File: src/rtl/ss_pkg.sv
package ss_pkg;

  typedef enum logic [2:0] {
    ST_STANDBY = 3'd0,
    ST_INIT    = 3'd1,
    ST_RAMP    = 3'd2,
    ST_DONE    = 3'd3,
    ST_FAULT   = 3'd4
  } ss_state_e;

  function automatic int unsigned max_u(input int unsigned a, input int unsigned b);
    return (a > b) ? a : b;
  endfunction

  // Ramp duration in cycles for a given selector code.
  function automatic int unsigned ramp_cycles(input int unsigned code, input int unsigned unit);
    return (code + 1) * unit;
  endfunction

endpackage

File: src/rtl/ss_persist_filter.sv
module ss_persist_filter #(
  parameter int unsigned LEN = 250
) (
  input  logic clk,
  input  logic rst_n,
  input  logic mon,
  input  logic flag,
  output logic trip
);
  localparam int unsigned CW = $clog2(LEN + 1);

  logic [CW-1:0] run_q;
  logic          live;

  assign live = mon && flag;
  assign trip = live && (run_q == CW'(LEN - 1));

  always_ff @(posedge clk or negedge rst_n) begin
    if (!rst_n)      run_q <= '0;
    else if (!live)  run_q <= '0;
    else if (!trip)  run_q <= run_q + CW'(1);
  end
endmodule

File: src/rtl/ss_fault_mon.sv
module ss_fault_mon #(
  parameter int unsigned FILT_CYC = 250
) (
  input  logic              clk,
  input  logic              rst_n,
  input  ss_pkg::ss_state_e st,
  input  logic              ov_flag,
  input  logic              uv_flag,
  input  logic              tsd_flag,
  input  logic              tmon_latch,
  input  logic              vin_uvlo,
  output logic              ov_trip,
  output logic              uv_trip,
  output logic              fault_now
);
  import ss_pkg::*;

  logic       active;
  logic [1:0] flt_flag, flt_mon, flt_trip;

  assign active = (st == ST_INIT) || (st == ST_RAMP) || (st == ST_DONE);

  // index 0: overvoltage (ramp and done), index 1: undervoltage (done only)
  assign flt_flag = {uv_flag, ov_flag};
  assign flt_mon  = {(st == ST_DONE), (st == ST_RAMP) || (st == ST_DONE)};

  for (genvar i = 0; i < 2; i++) begin : g_filt
    ss_persist_filter #(.LEN(FILT_CYC)) u_filt (
      .clk  (clk),
      .rst_n(rst_n),
      .mon  (flt_mon[i]),
      .flag (flt_flag[i]),
      .trip (flt_trip[i])
    );
  end

  assign ov_trip   = flt_trip[0];
  assign uv_trip   = flt_trip[1];
  assign fault_now = ov_trip || uv_trip ||
                     (active && (tsd_flag || tmon_latch || vin_uvlo));
endmodule

File: src/rtl/ss_seq_fsm.sv
module ss_seq_fsm #(
  parameter int unsigned INIT_LEN   = 48000,
  parameter int unsigned DETECT_CYC = 40000,
  parameter int unsigned RAMP_UNIT  = 12500,
  parameter int unsigned CODE_W     = 3,
  parameter int unsigned TW         = 17
) (
  input  logic              clk,
  input  logic              rst_n,
  input  logic              en,
  input  logic              vcc_uvlo,
  input  logic              fault_now,
  input  logic              ref_reached,
  input  logic [CODE_W-1:0] ramp_code,
  output ss_pkg::ss_state_e st_q,
  output logic              init_done,
  output logic              ramp_done,
  output logic              drv_en,
  output logic              ramp_en,
  output logic              phase_det,
  output logic              pgood_pull_low
);
  import ss_pkg::*;

  ss_state_e         nxt;
  logic [TW-1:0]     tmr_q;
  logic [CODE_W-1:0] code_q;
  logic [TW-1:0]     ramp_len;

  assign ramp_len  = TW'(ramp_cycles(32'(code_q), RAMP_UNIT));
  assign init_done = (tmr_q == TW'(INIT_LEN - 1));
  assign ramp_done = (tmr_q >= (ramp_len - TW'(1)));

  always_comb begin
    nxt = st_q;
    if (vcc_uvlo || !en) nxt = ST_STANDBY;
    else begin
      unique case (st_q)
        ST_STANDBY: nxt = ST_INIT;
        ST_INIT:    if (fault_now) nxt = ST_FAULT;
                    else if (init_done) nxt = ST_RAMP;
        ST_RAMP:    if (fault_now) nxt = ST_FAULT;
                    else if (ramp_done && ref_reached) nxt = ST_DONE;
        ST_DONE:    if (fault_now) nxt = ST_FAULT;
        ST_FAULT:   nxt = ST_FAULT;
        default:    nxt = ST_STANDBY;
      endcase
    end
  end

  always_ff @(posedge clk or negedge rst_n) begin
    if (!rst_n) begin
      st_q   <= ST_STANDBY;
      tmr_q  <= '0;
      code_q <= '0;
    end else begin
      st_q <= nxt;
      if (nxt != st_q)        tmr_q <= '0;
      else if (tmr_q != '1)   tmr_q <= tmr_q + TW'(1);
      if (st_q == ST_INIT && nxt == ST_RAMP) code_q <= ramp_code;
    end
  end

  assign drv_en         = (st_q == ST_RAMP) || (st_q == ST_DONE);
  assign ramp_en        = (st_q == ST_RAMP);
  assign phase_det      = (st_q == ST_INIT) && (tmr_q < TW'(DETECT_CYC));
  assign pgood_pull_low = (st_q != ST_DONE);
endmodule

File: src/rtl/ss_startup_supervisor.sv
module ss_startup_supervisor #(
  parameter int unsigned FILT_CYC   = 250,
  parameter int unsigned INIT_CYC   = 45000,
  parameter int unsigned DETECT_CYC = 40000,
  parameter int unsigned RAMP_UNIT  = 12500,
  parameter int unsigned CODE_W     = 3
) (
  input  logic              clk,
  input  logic              rst_n,
  input  logic              en,
  input  logic              vcc_uvlo,
  input  logic              vin_uvlo,
  input  logic              ov_flag,
  input  logic              uv_flag,
  input  logic              tsd_flag,
  input  logic              tmon_latch,
  input  logic [CODE_W-1:0] ramp_code,
  input  logic              ref_reached,
  output logic [2:0]        state,
  output logic              drv_en,
  output logic              ramp_en,
  output logic              phase_det,
  output logic              pgood_pull_low
);
  import ss_pkg::*;

  localparam int unsigned INIT_LEN = max_u(INIT_CYC, DETECT_CYC);
  localparam int unsigned RAMP_MAX = (1 << CODE_W) * RAMP_UNIT;
  localparam int unsigned TW       = $clog2(max_u(INIT_LEN, RAMP_MAX) + 1);

  ss_state_e st_q;
  logic      ov_trip, uv_trip, fault_now, init_done, ramp_done;

  ss_fault_mon #(.FILT_CYC(FILT_CYC)) u_mon (
    .clk       (clk),
    .rst_n     (rst_n),
    .st        (st_q),
    .ov_flag   (ov_flag),
    .uv_flag   (uv_flag),
    .tsd_flag  (tsd_flag),
    .tmon_latch(tmon_latch),
    .vin_uvlo  (vin_uvlo),
    .ov_trip   (ov_trip),
    .uv_trip   (uv_trip),
    .fault_now (fault_now)
  );

  ss_seq_fsm #(
    .INIT_LEN  (INIT_LEN),
    .DETECT_CYC(DETECT_CYC),
    .RAMP_UNIT (RAMP_UNIT),
    .CODE_W    (CODE_W),
    .TW        (TW)
  ) u_fsm (
    .clk           (clk),
    .rst_n         (rst_n),
    .en            (en),
    .vcc_uvlo      (vcc_uvlo),
    .fault_now     (fault_now),
    .ref_reached   (ref_reached),
    .ramp_code     (ramp_code),
    .st_q          (st_q),
    .init_done     (init_done),
    .ramp_done     (ramp_done),
    .drv_en        (drv_en),
    .ramp_en       (ramp_en),
    .phase_det     (phase_det),
    .pgood_pull_low(pgood_pull_low)
  );

  assign state = st_q;
endmodule

File: config.mk
export PLATFORM = sky130hd
export DESIGN_NAME = ss_startup_supervisor
export DESIGN_NICKNAME = d
export VERILOG_FILES = /design/src/rtl/ss_pkg.sv /design/src/rtl/ss_persist_filter.sv /design/src/rtl/ss_fault_mon.sv /design/src/rtl/ss_seq_fsm.sv /design/src/rtl/ss_startup_supervisor.sv
export SDC_FILE = /design/constraint.sdc
export NUM_CORES = 1
export LEC_CHECK = 0
export ABC_AREA = 1
export BUFFER_PORTS_ARGS = -buffer_cell sky130_fd_sc_hd__buf_2
export CELL_PAD_IN_SITES_DETAIL_PLACEMENT = 1
export CELL_PAD_IN_SITES_GLOBAL_PLACEMENT = 2
export CORE_MARGIN = 5
export CORE_UTILIZATION = 38
export CTS_BUF_LIST = sky130_fd_sc_hd__clkbuf_8
export CTS_CLUSTER_SIZE = 12
export DETAILED_ROUTE_END_ITERATION = 8
export PLACE_DENSITY = 0.81
export SLEW_MARGIN = 20
export SYNTH_ARGS = -nofsm -noshare
export SYNTH_HDL_FRONTEND = slang
export SYNTH_SLANG_ARGS = --single-unit
File: constraint.sdc
create_clock -name clk -period 5.55 [get_ports clk]
set_clock_uncertainty 0.15 [all_clocks]
set_input_delay 0.2775 -clock clk [delete_from_list [all_inputs] [get_ports clk]]
set_output_delay 0.2775 -clock clk [all_outputs]
set_load 0.05 [all_outputs]
After elaboration in Yosys (flattened, before gate mapping)
Index checks and enable logic that the tools add are counted.
W data, S select, Z words.
{"block": "classes", "addsub": 5, "multipliers": 1, "div": 0, "magnitude_cmp": 2, "n_eq_ne": 13, "shifts": 0, "muxes": 13, "bitwise_logic": 0, "reduce_logical": 19}
{"op": "$mux W17", "n": 2}
{"op": "$mul A32 B12 Y15 const B", "n": 1}
{"op": "$mux W8", "n": 4}
{"op": "$mux W3", "n": 6}
{"op": "$add A17 B1 Y17 const B", "n": 1}
{"op": "$eq A17 B16 Y1 const B", "n": 1}
{"op": "$ge A17 B17 Y1", "n": 1}
{"op": "$lt A17 B16 Y1 const B", "n": 1}
{"op": "$ne A17 B17 Y1 const B", "n": 1}
{"op": "$sub A17 B1 Y17 const B", "n": 1}
{"op": "$add A8 B1 Y8 const B", "n": 2}
{"op": "$eq A8 B8 Y1 const B", "n": 2}
{"op": "$pmux W3 S5", "n": 1}
{"op": "$eq A3 B2 Y1 const B", "n": 3}
{"op": "$logic_and A1 B1 Y1", "n": 8}
{"op": "$logic_or A1 B1 Y1", "n": 8}
{"op": "$add A3 B1 Y4 const B", "n": 1}
{"op": "$ne A2 B2 Y1 const B", "n": 2}
{"op": "$eq A3 B1 Y1 const B", "n": 1}
{"op": "$eq A3 B3 Y1 const B", "n": 1}
{"op": "$logic_not A3 Y1", "n": 1}
{"op": "$ne A3 B2 Y1 const B", "n": 1}
{"op": "$ne A3 B3 Y1", "n": 1}
{"op": "$reduce_bool A2 Y1", "n": 1}
{"op": "$logic_not A1 Y1", "n": 1}
{"block": "totals", "ff_bits": 39, "latchBits": 0, "ram_bits": 0, "romBits": 0, "inputBits": 13, "out_inout_bits": 7, "wordCells": 58, "memories": 0}

Depth between registers and ports, before layout
Gate-level depths: netlist of the first run.
{"block": "logic_depth", "depth_word": 11, "ltp_mapped": 36, "mapped_depth_nobuf": 35}

Hierarchy
A second synthesis of the first run with hierarchy kept.
{"block": "hier_totals", "cells_unflattened": 491, "area_unflattened_um2": 3525.9}
{"module": "ss_seq_fsm", "n_inst": 1, "cells_each": 357, "area_per_inst_um2": 2517.4, "seq_area_each_um2": 575.6}
{"module": "ss_persist_filter", "n_inst": 2, "cells_each": 61, "area_per_inst_um2": 481.7, "seq_area_each_um2": 200.2}
{"module": "ss_fault_mon", "n_inst": 1, "cells_each": 12, "area_per_inst_um2": 45.0, "seq_area_each_um2": 0.0}

Worst setup path after synthesis of the first run
OpenSTA, ideal clock, no wires.
{"block": "synth_timing", "kind": "register to register", "from": "register u_fsm.code_q[0]", "to": "register u_fsm.tmr_q[9]", "setup_time_ns": 0.125, "t_arrival_ns": 4.609, "t_required_ns": 5.275, "setup_slack_ns": 0.666, "path_stages_with_launch": 34, "path_buffers": 1, "period_less_slack_ns": 4.884, "cell_sequence": "dfrtp_1 > ha_1 > xnor2_1 > inv_1 > ha_1 > ha_1 > ha_1 > inv_1 > a21oi_1 > or2_2 > xor2_1 > nand3_1 > nor2_1 > nand2_1 > nor2_1 > nand2_1 > nand2_1 > nand2_1 > ha_1 > nand2_1 > inv_1 > a21oi_1 > o21ai_0 > nor2_1 > nand3_1 > nand2_1 > nand2_1 > nand2_1 > nand2_1 > nand3_1 > nand2_2 > nand2_4 > buf_12 > nor2_4"}
{"block": "synth_via", "elab_chain_len": 11, "word_cells_on_any_way": 12, "classes_between": "2 x add/sub; 1 x mul; 1 x order compare; 1 x eq/ne; 5 x mux; 2 x reduce/logical"}
{"element": "start, declared", "line": "ss_seq_fsm.sv:27", "rtl": "logic [CODE_W-1:0] code_q;"}
{"element": "start signal, assigned", "line": "ss_seq_fsm.sv:60", "rtl": "if (st_q == ST_INIT && nxt == ST_RAMP) code_q <= ramp_code;"}
{"element": "$add A3 B1 Y4 (*)", "line": "ss_pkg.sv:17", "rtl": "return (code + 1) * unit;"}
{"element": "$mul A32 B12 Y15 (*)", "line": "ss_pkg.sv:17"}
{"element": "$sub A17 B1 Y17 (*)", "line": "ss_seq_fsm.sv:32", "rtl": "assign ramp_done = (tmr_q >= (ramp_len - TW'(1)));"}
{"element": "$ge A17 B17 Y1 (*)", "line": "ss_seq_fsm.sv:32"}
{"element": "$logic_and A1 B1 Y1 (*)", "line": "ss_seq_fsm.sv:43", "rtl": "else if (ramp_done && ref_reached) nxt = ST_DONE;"}
{"element": "$mux W3 (*)", "line": "ss_seq_fsm.sv:43"}
{"element": "$mux W3 (*)", "line": "ss_seq_fsm.sv:42", "rtl": "ST_RAMP: if (fault_now) nxt = ST_FAULT;"}
{"element": "$pmux W3 S5 (*)", "line": "ss_seq_fsm.sv:38", "rtl": "unique case (st_q)"}
{"element": "$mux W3 (*)", "line": "ss_seq_fsm.sv:36", "rtl": "if (vcc_uvlo || !en) nxt = ST_STANDBY;"}
{"element": "$ne A3 B3 Y1 (*)", "line": "ss_seq_fsm.sv:58", "rtl": "if (nxt != st_q) tmr_q <= '0;"}
{"element": "$mux W17 or $reduce_bool A2 Y1 (tied branches)"}
{"element": "end signal, assigned", "line": "ss_seq_fsm.sv:59", "rtl": "else if (tmr_q != '1) tmr_q <= tmr_q + TW'(1);"}
{"element": "end, declared", "line": "ss_seq_fsm.sv:26", "rtl": "logic [TW-1:0] tmr_q;"}
Every way passes the cells marked *; elsewhere a longest branch is shown, timed or not.
A chain may end at the register's enable or synchronous reset.

Worst setup path after layout of the first run
{"block": "layout_timing", "from": "register u_fsm.code_q[0]", "to": "register u_fsm.tmr_q[8]"}
The elaborated chain is that of the path after synthesis.

==> results of run 1 <==
==> stage by stage <==
| stage | hold WS [ps] | utilization, % | power [mW] | TNS (ps) |
|---|---|---|---|---|
| global route | 37.5 | 44.1 | 0.635 | -626 |
| CTS | 24.6 | 42.7 | 0.603 | 0 |
| floorplan | -168 | - | 0.369 | 0 |
| global placement | 310 | 41.6 | 0.393 | 0 |
| detailed placement | 322 | 41.6 | 0.396 | 0 |
| finish | 37.1 | 44.1 | 0.596 | 0 |
==> report_power, final <==
part | internal [mW] | leakage, nW | switching [mW]
logic | 0.0308 | 1.36 | 0.0588
registers | 0.293 | 0.530 | 0.0129
clock network | 0.0863 | 0.0453 | 0.115
==> metal layers <==
layer / share of wire, % / vias to the layer above / GRT usage, %
met3: 2.2 / 13 / 2.71
met1: 47 / 1415 / 21.1
met5: 0 / - / 0
li1: - / 1526 / -
met2: 49 / 28 / 28.1
met4: 1.5 / 0 / 4.47
==> critical path, delay by kind of cell (launching register included) <==
kind	cells	cell delay, ps
DFF	1	440
adders and majority gates	5	1540
xor gates and xnor gates	2	400
buffers and inverters	3	280
AOI/OAI and AO/OA	3	270
and+or+nand+nor	20	1980
==> cell type report <==
type	count	area [um^2]	area share (%)
Sequential cell	39	976	25.2
Multi-Input combinational cell	346	2260	58.4
Inverter	68	260	6.73
Clock buffer	5	68.8	1.78
Clock inverter	3	16.3	0.421
Tap cell	108	135	3.50
Timing Repair Buffer	26	150	3.88
==> repair_timing <==
item,in CTS,in global routing
hold buffers,1,0
resized for setup,0,15
endpoints found under the setup margin,0,18
endpoints found under the hold margin,33,0
buffers inserted,0,4
==> synth_stat cells, types with 2 or more instances <==
master / n
nor4_1: 2
o21a_1: 2
nand2_4: 2
nand3_2: 3
o22ai_1: 2
nor2_4: 12
inv_1: 64
nor2_1: 60
o21ai_0: 14
nor3_1: 14
a21oi_1: 19
and3_1: 3
nand2_1: 87
ha_1: 40
nand3_1: 26
nand4_1: 5
inv_2: 3
xor2_1: 22
nand2_2: 4
dfrtp_1: 39
xnor2_1: 9
==> state kept, by name, summed over array words and instances (netlist names) <==
name,count
u_fsm.st_q,3
u_fsm.code_q,3
u_fsm.tmr_q,17
u_mon.g_filt.u_filt.run_q,16
==> worst max-delay path by stage <==
| stage | slack (ps) | end | cells past startpoint | startpoint |
|---|---|---|---|---|
| CTS | 20 | u_fsm.tmr_q[1]$_DFFE_PN0P_ | 32 | u_fsm.code_q[0]$_DFFE_PN0P_ |
| global route | -50 | u_fsm.tmr_q[8]$_DFFE_PN0P_ | 33 | u_fsm.code_q[0]$_DFFE_PN0P_ |
| floorplan | 670 | u_fsm.tmr_q[9]$_DFFE_PN0P_ | 33 | u_fsm.code_q[0]$_DFFE_PN0P_ |
| finish | 410 | u_fsm.tmr_q[8]$_DFFE_PN0P_ | 33 | u_fsm.code_q[0]$_DFFE_PN0P_ |
| global placement | 200 | u_fsm.tmr_q[1]$_DFFE_PN0P_ | 32 | u_fsm.code_q[1]$_DFFE_PN0P_ |
| detailed placement | 40 | u_fsm.tmr_q[15]$_DFFE_PN0P_ | 32 | u_fsm.code_q[0]$_DFFE_PN0P_ |
==> kinds of logic after synthesis <==
logic type	after synthesis	synth area share (%)
flops	39	28.5
xor+xnor	31	7.93
mux	2	0.621
buf+inv	70	8.29
simple gates	224	31.6
fa+ha+maj	41	15.2
compound gates	47	7.85
==> flow_metrics.py, run 1 <==
metrics = {
    "run_status": {
        "outcome": "completed",
    },
    "setup_path": {
        "worst_r2r_endpoint": "u_fsm.tmr_q[8]$_DFFE_PN0P_",
        "criticalPathCategory": "flip-flop to flip-flop",
        "cpPeakStageDelay_ps": 440,
        "worstPathArrival_ps": 5220,
        "cp-start-kind": "flip-flop",
        "cp-end-kind": "flip-flop",
        "cp_data_required_time_ps": 5630,
        "reg2reg_from": "u_fsm.code_q[0]$_DFFE_PN0P_",
        "ff2ff_path_depth": 33,
        "cp_common_cell": "nand2_1",
        "critical_path.slowest_cell": "dfrtp_1",
        "crit_fanout": 8,
        "reg2reg_slack_ps": 410,
    },
    "detailed_routing": {
        "firstDrtPassIters": 4,
        "post-route-drc-count": 0,
        "viasPerCell": 5.01,
        "drtIter0Drc": 46,
        "wl_per_cell_um": 14.6,
        "vias": 2982,
        "ant_nets": 0,
        "routed_wl_um": 8670,
    },
    "final_layout": {
        "final_nets": 540,
        "mostFrequentLayoutCell": "nand2_1",
        "layout-drive-gt1-share_pct": 15.2,
        "finalNonFillerCells": 595,
        "final_cell_mix": "nand2_1, inv_1, nor2_1",
        "area_growth_pct": 12.9,
        "final_cell_area_mm2": 0.00387,
        "fillers": 1108,
        "diodes": 0,
    },
    "sta": {
        "tightest_slew_ps": 904,
        "setup-violations-final": 0,
        "max_slew_margin_pct": 39.7,
        "fmax_mhz": 195,
        "finalMaxSlewViolations": 0,
        "period_minus_slack_ps": 5140,
        "fin_ws_ps": 413,
        "final_hold_viol_count": 0,
        "min_period_over_period_pct": 92.6,
    },
    "synth": {
        "ys_seq_area_share_pct": 28.5,
        "synth-seq-cells": 39,
        "ys_async_sr_fraction_pct": 100,
        "synthesis.area_mm2": 0.00343,
        "yosys-top-cells-area": "dfrtp_1, ha_1, nand2_1",
        "synth_ff_type": "dfrtp_1",
        "synth_edf_count": 0,
        "yosys.cell_types.count": 43,
        "yosys_warnings": 0,
        "syn_area_per_cell_um2": 7.55,
        "synthCells": 454,
        "syn-num-nets": 508,
        "synth_area_leader_cell": "dfrtp_1",
        "post-synth-top-area-fraction_pct": 28.5,
    },
    "pwr": {
        "p_leak_nw": 1.93,
        "ir_drop_v": 0.0000717,
        "power_density_mw_per_mm2": 154,
    },
    "clock_tree": {
        "cts_tree": "yes",
        "clk_pin_slew_worst_paths_ps": 90,
        "clock-sinks": 39,
        "cts.htree.levels": 2,
        "cts_root_buffer": "clkbuf_8",
        "cts_made_buffers": 5,
        "clockBufferDepth": 2,
        "insertion_delay_ps": 300,
    },
    "global_route": {
        "grt_pass1_vias": 3183,
        "track_usage_pct": 16.3,
        "gr-total-overflow": 0,
        "grt_max_degree": 40,
        "antenna_found_initial": 0,
        "grt_first_pass_wirelength_um": 15000,
    },
    "min_path": {
        "hold_class": "input port to flip-flop",
        "hold_path_depth": 2,
        "worst_hold_path.endpoint": "u_fsm.code_q[2]$_DFFE_PN0P_",
        "worstHoldStart": "ramp_code[2]",
    },
    "floorplan": {
        "die_h_um": 105,
        "placementRows": 34,
        "initial_core_util_pct": 39.1,
        "dieArea_mm2": 0.0110,
        "die_x_um": 105,
        "core_area_mm2": 0.00876,
        "ios": 20,
    },
    "placement": {
        "numPortBuffers": 19,
        "dp_hpwl_um": 7040,
        "pre_cts_slack_ps": 42.9,
        "placed_area_mm2": 0.00365,
        "gp_congestion": 0.790,
        "post-place-cells": 581,
    },
    "run": {
        "cap_viol_max_count": 0,
    },
}
No activity file was read; power rests on OpenSTA's default activity.
==> run 2, diff against run 1 <==
CELL_PAD_IN_SITES_DETAIL_PLACEMENT = 0   (was 1)
CELL_PAD_IN_SITES_GLOBAL_PLACEMENT = 1   (was 2)
CORE_UTILIZATION = 47   (was 38)
PLACE_DENSITY = 0.79   (was 0.81)
==> flow_metrics.py, run 2 (synthesized netlist as in run 1, its figures left out) <==
metrics = {
    "setup_path": {
        "worstPathArrival_ps": 5120,
        "cp-end-kind": "flip-flop",
        "crit_start": "u_fsm.code_q[0]$_DFFE_PN0P_",
        "critical_path.slowest_cell": "dfrtp_2",
        "cp-start-kind": "flip-flop",
        "cp_common_cell": "nand2_1",
        "reg2reg_from": "u_fsm.code_q[0]$_DFFE_PN0P_",
        "criticalPathCategory": "flip-flop to flip-flop",
        "cpPeakStageDelay_ps": 440,
        "crit_fanout": 8,
        "cp_data_required_time_ps": 5620,
    },
    "clock_tree": {
        "insertion_delay_ps": 290,
        "cts_made_buffers": 5,
        "cts_tree": "yes",
        "clockBufferDepth": 2,
        "clock-sinks": 39,
        "clk_pin_slew_worst_paths_ps": 80,
        "cts.htree.levels": 2,
        "cts_root_buffer": "clkbuf_8",
    },
    "detailed_routing": {
        "wl_per_cell_um": 12.9,
        "viasPerCell": 4.95,
        "ant_nets": 0,
        "post-route-drc-count": 0,
        "drtIter0Drc": 100,
        "firstDrtPassIters": 4,
        "routed_wl_um": 7550,
        "vias": 2906,
    },
    "placement": {
        "post-place-cells": 571,
        "numPortBuffers": 19,
        "gp_congestion": 0.882,
        "dp_hpwl_um": 5880,
        "placed_area_mm2": 0.00363,
        "pre_cts_slack_ps": 104,
    },
    "sta": {
        "min_period_over_period_pct": 91.0,
        "tightest_slew_ps": 888,
        "fin_ws_ps": 501,
        "final_hold_viol_count": 0,
        "setup-violations-final": 0,
        "max_slew_margin_pct": 40.8,
        "finalMaxSlewViolations": 0,
        "period_minus_slack_ps": 5050,
        "fmax_mhz": 198,
    },
    "pwr": {
        "seq_power_share_pct": 52.1,
        "power.total_mw": 0.587,
        "p_leak_nw": 1.94,
        "clockPowerShare_pct": 32.9,
        "ir_drop_v": 0.0000851,
        "power_density_mw_per_mm2": 151,
        "switching_share_pct": 30.1,
        "combPwrFrac_pct": 14.9,
        "switchingPower_mw": 0.177,
        "internal-power_mw": 0.410,
    },
    "final_layout": {
        "fillers": 687,
        "layout-drive-gt1-share_pct": 16.6,
        "final_cell_mix": "nand2_1, inv_1, nor2_1",
        "diodes": 0,
        "final_nets": 541,
        "mostFrequentLayoutCell": "nand2_1",
        "reg.largest.list": "u_fsm.tmr_q x17, u_mon.g_filt.u_filt.run_q x16",
        "largest_reg_flops": 17,
        "area_growth_pct": 13.7,
        "top_register": "u_fsm.tmr_q",
        "finalNonFillerCells": 587,
        "final_cell_area_mm2": 0.00389,
    },
    "global_route": {
        "grt_pass1_vias": 2684,
        "grt_first_pass_wirelength_um": 12300,
        "gr-total-overflow": 0,
        "track_usage_pct": 17.2,
        "antenna_found_initial": 0,
        "grt_max_degree": 40,
    },
    "min_path": {
        "worstHoldStart": "ramp_code[2]",
        "hold_class": "input port to flip-flop",
    },
    "floorplan": {
        "ios": 20,
        "dieArea_mm2": 0.00910,
        "die_x_um": 95.4,
        "initial_core_util_pct": 47.7,
        "core_area_mm2": 0.00718,
        "placementRows": 31,
        "die_h_um": 95.4,
    },
    "run_status": {
        "outcome": "completed",
    },
    "run": {
        "cap_viol_max_count": 0,
    },
}
run 2: critical path, delay by kind of cell (launching register included):
family	cells	cell delay [ps]
AND/OR/NAND/NOR	20	1930
adder cells (fa/ha/maj)	5	1520
flip-flops	1	440
XOR/XNOR	2	410
AO/OA/AOI/OAI	3	270
buffers and inverters	3	250
run 2: stage by stage:
step           hold slack (ps)  TNS, ps  util (%)
2_1_floorplan             -168        0         -
3_3_place_gp               304        0      50.6
3_5_place_dp               317        0      50.6
4_1_cts                   34.0        0      51.9
5_1_grt                   43.9    -14.1      54.3
6_report                  44.2        0      54.3
run 2: area by class of cell:
class | instances | area (um^2) | share of cell area (%)
clock buffers | 5 | 68.8 | 1.77
well taps | 99 | 124 | 3.18
clock inverters | 3 | 16.3 | 0.418
inverters | 68 | 260 | 6.68
flip-flops and latches | 39 | 978 | 25.1
multi-input cells | 346 | 2290 | 58.8
repair buffers | 27 | 158 | 4.05
run 2: worst paths after layout:
kind                                                          endpoint  slack, ps  cells after the start
setup / recovery                            u_fsm.tmr_q[7]$_DFFE_PN0P_        500                     33
hold / removal                             u_fsm.code_q[2]$_DFFE_PN0P_         40                      2
setup reg to reg                            u_fsm.tmr_q[7]$_DFFE_PN0P_        500                     33
hold reg to reg            u_mon.g_filt[0].u_filt.run_q[3]$_DFFE_PN0P_        360                      1
max in group asynchronous                  u_fsm.code_q[0]$_DFFE_PN0P_       4140                      2
min in group asynchronous                   u_fsm.tmr_q[6]$_DFFE_PN0P_        490                      2
run 2: metal layers:
layer | up-vias | part of all wire, % | GRT usage [%]
met5 | - | 0 | 0
met4 | 0 | 0.90 | 3.67
met3 | 4 | 2.4 | 2.84
met2 | 44 | 49 | 29.2
met1 | 1330 | 48 | 23.0
li1 | 1528 | - | -
run 2: power by group through the flow:
stage	clock, mW	combinational [mW]	sequential, mW
floorplan	0	0.0603	0.309
global placement	0	0.0792	0.311
detailed placement	0	0.0807	0.311
CTS	0.203	0.0814	0.306
global route	0.211	0.101	0.307
finish	0.193	0.0877	0.306
run 2: timing repair:
action                     in CTS  in global routing
hold buffers                    1                  0
setup buffers                   0                  6
resized for setup               0                 21
hold endpoints to repair       21                  0
setup endpoints to repair       0                 17
